<file path="src/rtl/fse_pkg.sv">
package fse_pkg;

    localparam int REG_AW = 4;
    localparam int REG_DW = 32;

    typedef enum logic [1:0] {
        SEL_ADDR = 2'd0,
        SEL_CNT  = 2'd1,
        SEL_DATA = 2'd2,
        SEL_STAT = 2'd3
    } reg_sel_e;

    typedef struct packed {
        logic wr_addr;
        logic wr_cnt;
        logic pop;
    } reg_op_t;

    typedef struct packed {
        logic empty;
        logic full;
    } fifo_flags_t;

    function automatic reg_sel_e decode_sel(input logic [REG_AW-1:0] a);
        return reg_sel_e'(a[3:2]);
    endfunction

    function automatic reg_op_t decode_op(input logic wr, input logic rd,
                                          input reg_sel_e sel);
        reg_op_t op;
        op.wr_addr = wr && (sel == SEL_ADDR);
        op.wr_cnt  = wr && (sel == SEL_CNT);
        op.pop     = rd && (sel == SEL_DATA);
        return op;
    endfunction

endpackage

</file>
<file path="src/rtl/fse_ctl.sv">
module fse_ctl #(
    parameter int ADDR_W = 32,
    parameter int CNT_W  = 22,
    localparam int WA_W  = ADDR_W - 2
) (
    input  logic             clk,
    input  logic             rst,
    input  logic             wr_addr,
    input  logic             wr_cnt,
    input  logic [WA_W-1:0]  addr_wdata,
    input  logic [CNT_W-1:0] cnt_wdata,
    input  logic             issue,
    output logic [WA_W-1:0]  addr_word,
    output logic [CNT_W-1:0] cnt,
    output logic             halt
);

    logic [WA_W-1:0]  addr_q;
    logic [CNT_W-1:0] cnt_q;

    always_ff @(posedge clk) begin
        if (rst) begin
            addr_q <= '0;
            cnt_q  <= '0;
        end else begin
            if (wr_addr)
                addr_q <= addr_wdata;
            else if (issue)
                addr_q <= addr_q + WA_W'(1);
            if (wr_cnt)
                cnt_q <= cnt_wdata;
            else if (issue)
                cnt_q <= cnt_q - CNT_W'(1);
        end
    end

    assign addr_word = addr_q;
    assign cnt       = cnt_q;
    assign halt      = wr_cnt && (cnt_wdata == '0);


    no_issue_at_zero_chk: assert property (@(posedge clk) disable iff (rst)
        issue |-> (cnt_q != '0));


    addr_step_chk: assert property (@(posedge clk) disable iff (rst)
        (issue && !wr_addr) |=> (addr_q == $past(addr_q) + WA_W'(1)));


    cnt_step_chk: assert property (@(posedge clk) disable iff (rst)
        (issue && !wr_cnt) |=> (cnt_q == $past(cnt_q) - CNT_W'(1)));


    write_no_issue_chk: assert property (@(posedge clk) disable iff (rst)
        (wr_addr || wr_cnt) |-> !issue);

endmodule

</file>
<file path="src/rtl/fse_tracker.sv">
module fse_tracker #(
    parameter int DROP_W = 2
) (
    input  logic clk,
    input  logic rst,
    input  logic issue,
    input  logic rvalid,
    input  logic halt,
    output logic live,
    output logic accept,
    output logic drop_full
);

    logic              live_q;
    logic [DROP_W-1:0] drop_q;
    logic              resp_live;
    logic              resp_drop;
    logic              add_drop;

    assign resp_live = rvalid && (drop_q == '0);
    assign resp_drop = rvalid && (drop_q != '0);
    assign add_drop  = halt && live_q && !resp_live;

    always_ff @(posedge clk) begin
        if (rst) begin
            live_q <= 1'b0;
            drop_q <= '0;
        end else begin
            if (halt)
                live_q <= 1'b0;
            else if (issue)
                live_q <= 1'b1;
            else if (resp_live)
                live_q <= 1'b0;

            if (add_drop && !resp_drop)
                drop_q <= drop_q + DROP_W'(1);
            else if (resp_drop && !add_drop)
                drop_q <= drop_q - DROP_W'(1);
        end
    end

    assign live      = live_q;
    assign accept    = resp_live && live_q && !halt;
    assign drop_full = (drop_q == '1);


    single_out_chk: assert property (@(posedge clk) disable iff (rst)
        issue |-> !live_q);


    halt_clears_chk: assert property (@(posedge clk) disable iff (rst)
        halt |=> !live_q);


    drop_room_chk: assert property (@(posedge clk) disable iff (rst)
        issue |-> (drop_q != '1));

endmodule

</file>
<file path="src/rtl/fse_fifo.sv">
module fse_fifo #(
    parameter int DEPTH  = 2,
    parameter int DATA_W = 32,
    localparam int PW    = (DEPTH > 1) ? $clog2(DEPTH) : 1,
    localparam int LW    = $clog2(DEPTH + 1)
) (
    input  logic              clk,
    input  logic              rst,
    input  logic              push,
    input  logic [DATA_W-1:0] din,
    input  logic              pop,
    output logic [DATA_W-1:0] head,
    output logic [LW-1:0]     level,
    output logic              full,
    output logic              empty
);

    logic [DATA_W-1:0] mem [DEPTH];
    logic [PW-1:0]     wp_q, rp_q;
    logic [LW-1:0]     lvl_q;
    logic              pop_ok;

    function automatic logic [PW-1:0] nxt(input logic [PW-1:0] p);
        return (p == PW'(DEPTH - 1)) ? '0 : p + PW'(1);
    endfunction

    assign empty  = (lvl_q == '0);
    assign full   = (lvl_q == LW'(DEPTH));
    assign pop_ok = pop && !empty;

    for (genvar i = 0; i < DEPTH; i++) begin : g_slot
        always_ff @(posedge clk) begin
            if (rst)
                mem[i] <= '0;
            else if (push && (wp_q == PW'(i)))
                mem[i] <= din;
        end
    end

    always_ff @(posedge clk) begin
        if (rst) begin
            wp_q  <= '0;
            rp_q  <= '0;
            lvl_q <= '0;
        end else begin
            if (push)
                wp_q <= nxt(wp_q);
            if (pop_ok)
                rp_q <= nxt(rp_q);
            if (push && !pop_ok)
                lvl_q <= lvl_q + LW'(1);
            else if (pop_ok && !push)
                lvl_q <= lvl_q - LW'(1);
        end
    end

    assign head  = empty ? '0 : mem[rp_q];
    assign level = lvl_q;


    no_overflow_chk: assert property (@(posedge clk) disable iff (rst)
        push |-> (lvl_q < LW'(DEPTH)));


    empty_pop_chk: assert property (@(posedge clk) disable iff (rst)
        (pop && empty && !push) |=> (lvl_q == '0));


    pop_level_chk: assert property (@(posedge clk) disable iff (rst)
        (pop && !empty && !push) |=> (lvl_q == $past(lvl_q) - LW'(1)));

endmodule

</file>
<file path="src/rtl/flash_stream_engine.sv">
module flash_stream_engine
    import fse_pkg::*;
#(
    parameter int ADDR_W = 32,
    parameter int CNT_W  = 22,
    parameter int DATA_W = 32,
    parameter int DEPTH  = 2,
    parameter int DROP_W = 2,
    localparam int WA_W  = ADDR_W - 2,
    localparam int LW    = $clog2(DEPTH + 1)
) (
    input  logic              clk,
    input  logic              rst,
    input  logic              reg_wr,
    input  logic              reg_rd,
    input  logic [3:0]        reg_addr,
    input  logic [31:0]       reg_wdata,
    output logic [31:0]       reg_rdata,
    output logic              fl_req,
    output logic [ADDR_W-1:0] fl_addr,
    input  logic              fl_gnt,
    input  logic              fl_busy,
    input  logic              fl_rvalid,
    input  logic [DATA_W-1:0] fl_rdata,
    output logic              fifo_full,
    output logic              fifo_empty
);

    reg_sel_e          sel;
    reg_op_t           op;
    fifo_flags_t       flags;
    logic [WA_W-1:0]   addr_word;
    logic [CNT_W-1:0]  cnt;
    logic              halt;
    logic              issue;
    logic              live;
    logic              accept;
    logic              drop_full;
    logic [DATA_W-1:0] head;
    logic [LW-1:0]     level;
    logic [LW:0]       reserved;
    logic              can_issue;
    logic              unused_bits;

    assign unused_bits = ^{reg_wdata[1:0], reg_addr[1:0]};

    assign sel = decode_sel(reg_addr);
    assign op  = decode_op(reg_wr, reg_rd, sel);

    fse_ctl #(.ADDR_W(ADDR_W), .CNT_W(CNT_W)) u_ctl (
        .clk        (clk),
        .rst        (rst),
        .wr_addr    (op.wr_addr),
        .wr_cnt     (op.wr_cnt),
        .addr_wdata (reg_wdata[ADDR_W-1:2]),
        .cnt_wdata  (reg_wdata[CNT_W-1:0]),
        .issue      (issue),
        .addr_word  (addr_word),
        .cnt        (cnt),
        .halt       (halt)
    );

    fse_tracker #(.DROP_W(DROP_W)) u_trk (
        .clk       (clk),
        .rst       (rst),
        .issue     (issue),
        .rvalid    (fl_rvalid),
        .halt      (halt),
        .live      (live),
        .accept    (accept),
        .drop_full (drop_full)
    );

    fse_fifo #(.DEPTH(DEPTH), .DATA_W(DATA_W)) u_fifo (
        .clk   (clk),
        .rst   (rst),
        .push  (accept),
        .din   (fl_rdata),
        .pop   (op.pop),
        .head  (head),
        .level (level),
        .full  (flags.full),
        .empty (flags.empty)
    );

    assign reserved  = (LW+1)'(level) + (LW+1)'(live);
    assign can_issue = (cnt != '0) && !live && !drop_full
                     && (reserved < (LW+1)'(DEPTH))
                     && !op.wr_addr && !op.wr_cnt;
    assign fl_req    = can_issue && !fl_busy;
    assign issue     = fl_req && fl_gnt;
    assign fl_addr   = {addr_word, 2'b00};

    always_comb begin
        reg_rdata = '0;
        unique case (sel)
            SEL_ADDR: reg_rdata = 32'({addr_word, 2'b00});
            SEL_CNT:  reg_rdata = 32'(cnt);
            SEL_DATA: reg_rdata = 32'(head);
            SEL_STAT: reg_rdata = {30'b0, flags.empty, flags.full};
            default:  reg_rdata = '0;
        endcase
    end

    assign fifo_full  = flags.full;
    assign fifo_empty = flags.empty;


    flags_excl_chk: assert property (@(posedge clk) disable iff (rst)
        !(fifo_full && fifo_empty));


    full_no_push_chk: assert property (@(posedge clk) disable iff (rst)
        (fifo_full && !op.pop) |=> fifo_full || $past(op.pop));

endmodule

</file>
<file path="config.mk">
export PLATFORM = sky130hd
export DESIGN_NAME = flash_stream_engine
export DESIGN_NICKNAME = d
export VERILOG_FILES = /design/src/rtl/fse_pkg.sv /design/src/rtl/fse_ctl.sv /design/src/rtl/fse_tracker.sv /design/src/rtl/fse_fifo.sv /design/src/rtl/flash_stream_engine.sv
export SDC_FILE = /design/constraint.sdc
export NUM_CORES = 1
export LEC_CHECK = 0
export BUFFER_PORTS_ARGS = -buffer_cell sky130_fd_sc_hd__buf_2
export CAP_MARGIN = 40
export CELL_PAD_IN_SITES_DETAIL_PLACEMENT = 0
export CELL_PAD_IN_SITES_GLOBAL_PLACEMENT = 1
export CORE_UTILIZATION = 39
export CTS_BUF_LIST = sky130_fd_sc_hd__clkbuf_4 sky130_fd_sc_hd__clkbuf_8
export CTS_CLUSTER_SIZE = 30
export DETAILED_ROUTE_END_ITERATION = 12
export GPL_ROUTABILITY_DRIVEN = 0
export PLACE_DENSITY_LB_ADDON = 0.3
export SETUP_SLACK_MARGIN = 0.5
export SLEW_MARGIN = 10
export SYNTH_ARGS = -nofsm -noshare
export SYNTH_HDL_FRONTEND = slang
export SYNTH_SLANG_ARGS = --single-unit
</file>
<file path="constraint.sdc">
create_clock -name clk -period 3.9 [get_ports clk]
set_input_delay 0.39 -clock clk [delete_from_list [all_inputs] [get_ports clk]]
set_output_delay 0.39 -clock clk [all_outputs]
set_load 0.05 [all_outputs]
</file>
==> impl_metrics.env <==
export IMPL_status="completed"
export IMPL_synth_edff_count=64
export IMPL_avgSynthCellArea_um2=9.08
export IMPL_fp_dieH_um=136
export IMPL_p_leak_nw=3.14
export IMPL_ys_types=65
export IMPL_ctsHoldBuffers=0
export IMPL_cts_post_setup_buffers_inserted=0
export IMPL_whs_endpoint="u_ctl.addr_word[23]"
export IMPL_path_max_fanout=14
export IMPL_synth_seq_area_share_pct=44.3
export IMPL_max_cap_viol_count=0
export IMPL_nets=977
export IMPL_drtIter0Drc=516
export IMPL_antenna_found_initial=0
export IMPL_r2r_end="u_ctl.addr_word[7]"
export IMPL_p_per_area_nw_per_um2=407
export IMPL_portBuffers=137
export IMPL_rows=48
export IMPL_cts_buffer_depth=2
export IMPL_grt_max_degree=60
export IMPL_pin_count=142
export IMPL_rsz0062_at_grt="no"
export IMPL_fin_crit_ns=2.86
export IMPL_root_buffer="clkbuf_8"
export IMPL_tns_ns=0
export IMPL_dp_cells=1104
export IMPL_grt_pass1_wl_mm=34.6
export IMPL_fmax_mhz=349
export IMPL_drive_gt1_share_pct=24.9
export IMPL_drt_first_pass_iters=5
export IMPL_gr_total_overflow=0
export IMPL_dieArea_um2=18600
export IMPL_mostFrequentLayoutCells="138 x buf_2, 80 x nand2_1, 68 x and2_1, 64 x edfxtp_1, 60 x dfxtp_1"
export IMPL_cp_arrival_ns=3.18
export IMPL_synthesis_instances=777
export IMPL_async_flop_share_pct=0
export IMPL_skew_ns=0.0118
export IMPL_rrSetupSlack_ns=1.04
export IMPL_htreeDepth=4
export IMPL_totalWireLength_mm=22.9
export IMPL_synth_seq_cells=124
export IMPL_diodes=0
export IMPL_via_per_inst=5.76
export IMPL_post_cts_resized=0
export IMPL_fin_cells=1135
export IMPL_drc_errors=0
export IMPL_post_route_period_util_pct=73.4
export IMPL_initial_utilization_pct=40.4
export IMPL_synthFlopType="edfxtp_1"
export IMPL_cts_tree="yes"
export IMPL_slew_headroom_pct=52.9
export IMPL_reg2reg_depth=5
export IMPL_die_x_um=136
export IMPL_met1_length_mm=10.1
export IMPL_ir_worst_vdd_mv=0.221
export IMPL_core_area_um2=17500
export IMPL_crit_type="reg2reg"
export IMPL_hold_violations=0
export IMPL_setup_viol=0
export IMPL_grt_pass1_vias=5995
export IMPL_clock_sinks=124
export IMPL_worst_pin_slew_ns=0.706
export IMPL_hold_path_startpoint="reg_wdata[25]"
export IMPL_areaGrowthSynthToFinish_pct=19.3
export IMPL_track_usage_pct=25.3
export IMPL_cp_end_kind="flop"
export IMPL_min_path_type="in2reg"
export IMPL_final_common_cell="buf_2"
export IMPL_hpwl_mm=16.6
export IMPL_insertion_delay_ns=0.46
export IMPL_r2r_start="u_ctl.cnt[17]"
export IMPL_met2_length_mm=10.8
export IMPL_cp_start_kind="flop"
export IMPL_vias=6535
export IMPL_final_antenna_net_count=0
export IMPL_wl_per_cell_um=20.2
export IMPL_synth_warnings=0
export IMPL_dr_max_layer_used="met4"
export IMPL_synth_area_um2=7050
export IMPL_numCtsBuffers=17
export IMPL_final_max_slew_violation_count=0
export IMPL_cp_required_ns=4.22
export IMPL_hold_depth=3
export IMPL_path_clk_slew_ns=0.08
export IMPL_wl_met3_mm=1.52
==> cell usage after synthesis (4+ instances only) <==
cell	count	area [um2]
a21oi_1	41	205
or3_1	9	56.3
dfxtp_1	60	1200
nor2b_1	20	125
o211ai_1	11	82.6
mux2_2	22	248
clkbuf_1	44	165
nor2_1	35	131
and3_1	6	37.5
a31oi_1	19	119
buf_2	4	20.0
mux2i_1	19	190
nand3_1	32	160
o21ai_0	51	255
xor2_1	6	52.6
inv_1	14	52.6
and4_1	4	35.0
buf_1	4	15.0
nor4_1	19	119
or4_1	9	67.6
o31ai_1	6	45.0
and2_1	68	425
a22oi_1	8	60.1
a32oi_1	7	61.3
a211oi_1	6	45.0
a2bb2oi_1	6	52.6
nand2_1	80	300
nor3_1	16	80.1
nand4_1	9	56.3
ha_1	4	50.1
edfxtp_1	64	1920
a311oi_1	10	87.6
o21a_1	7	52.6
==> sequential cells by signal, indices dropped and copies added, names as in the netlist, named ones only <==
name and cells:
u_ctl.addr_word 30, u_ctl.cnt 22, u_fifo.level 2, u_fifo.mem 64, u_fifo.rp_q 1, u_fifo.wp_q 1
u_trk.drop_q 2, u_trk.live 1
==> critical path: stages (launching register included) <==
cell and delay (ns):
dfxtp_1 0.39, nor4_1 0.64, nand4_1 0.41, o21ai_2 0.67, nor2_1 0.14, a2111oi_0 0.48
==> routing by layer <==
layer  up-vias  track usage (%)
li1       3135                -
met1      3110             35.4
met2       258             39.5
met3        32             4.07
met4         0             8.83
met5         -                0
==> cell families after synthesis <==
logic type	after synthesis	synth area share (%)
AND/OR/NAND/NOR	330	25.3
AO/OA/AOI/OAI	199	18.3
flip-flops	124	44.3
buffers and inverters	71	4.27
multiplexers	41	6.21
XOR/XNOR	7	0.869
adder cells (fa/ha/maj)	4	0.709
other	1	0.0532
==> area by class of cell <==
class | count | area [um2]
fillers | 1747 | 9060
multi-input cells | 583 | 3670
flip-flops and latches | 124 | 3120
repair buffers | 158 | 897
well taps | 225 | 282
clock buffers | 17 | 234
clock inverters | 14 | 160
inverters | 14 | 52.6
==> how the worst max path moves through the flow <==
| stage | startpoint | to | slack (ns) | depth (start not counted) |
|---|---|---|---|---|
| after detailed placement | reg_addr[3] | u_fifo.mem[0][14] | 1.00 | 9 |
| after global routing | u_ctl.cnt[17] | u_ctl.addr_word[2] | 0.94 | 6 |
| after global placement | reg_addr[3] | u_fifo.mem[0][14] | 1.02 | 9 |
| final | u_ctl.cnt[17] | u_ctl.addr_word[7] | 1.04 | 5 |
| after CTS | u_ctl.cnt[17] | u_ctl.addr_word[7] | 1.16 | 5 |
| after floorplan | flop | reg_rdata[0] | 0.95 | 5 |
==> metrics by stage <==
| step | worst slack [ns] | hold slack (ns) | cell area [um2] | power [mW] | util (%) |
|---|---|---|---|---|---|
| 3_3_place_gp | 1.02 | 0.469 | 7950 | 2.26 | 45.5 |
| 5_1_grt | 0.944 | 0.163 | 8420 | 3.56 | 48.2 |
| 4_1_cts | 1.16 | 0.141 | 8420 | 3.44 | 48.2 |
| 3_5_place_dp | 1.00 | 0.476 | 8020 | 2.26 | 45.9 |
| 2_1_floorplan | 0.947 | 0.457 | 7060 | 2.04 | - |
| 6_report | 1.04 | 0.175 | 8420 | 3.42 | 48.2 |
==> power by group <==
group          internal (mW)  switching, mW  leakage, nW  total [mW]
registers               1.44         0.0838         1.15        1.52
clock network          0.579          0.597        0.192        1.18
logic                  0.235          0.489         1.80       0.724
No activity file was read; power rests on OpenSTA's default activity.
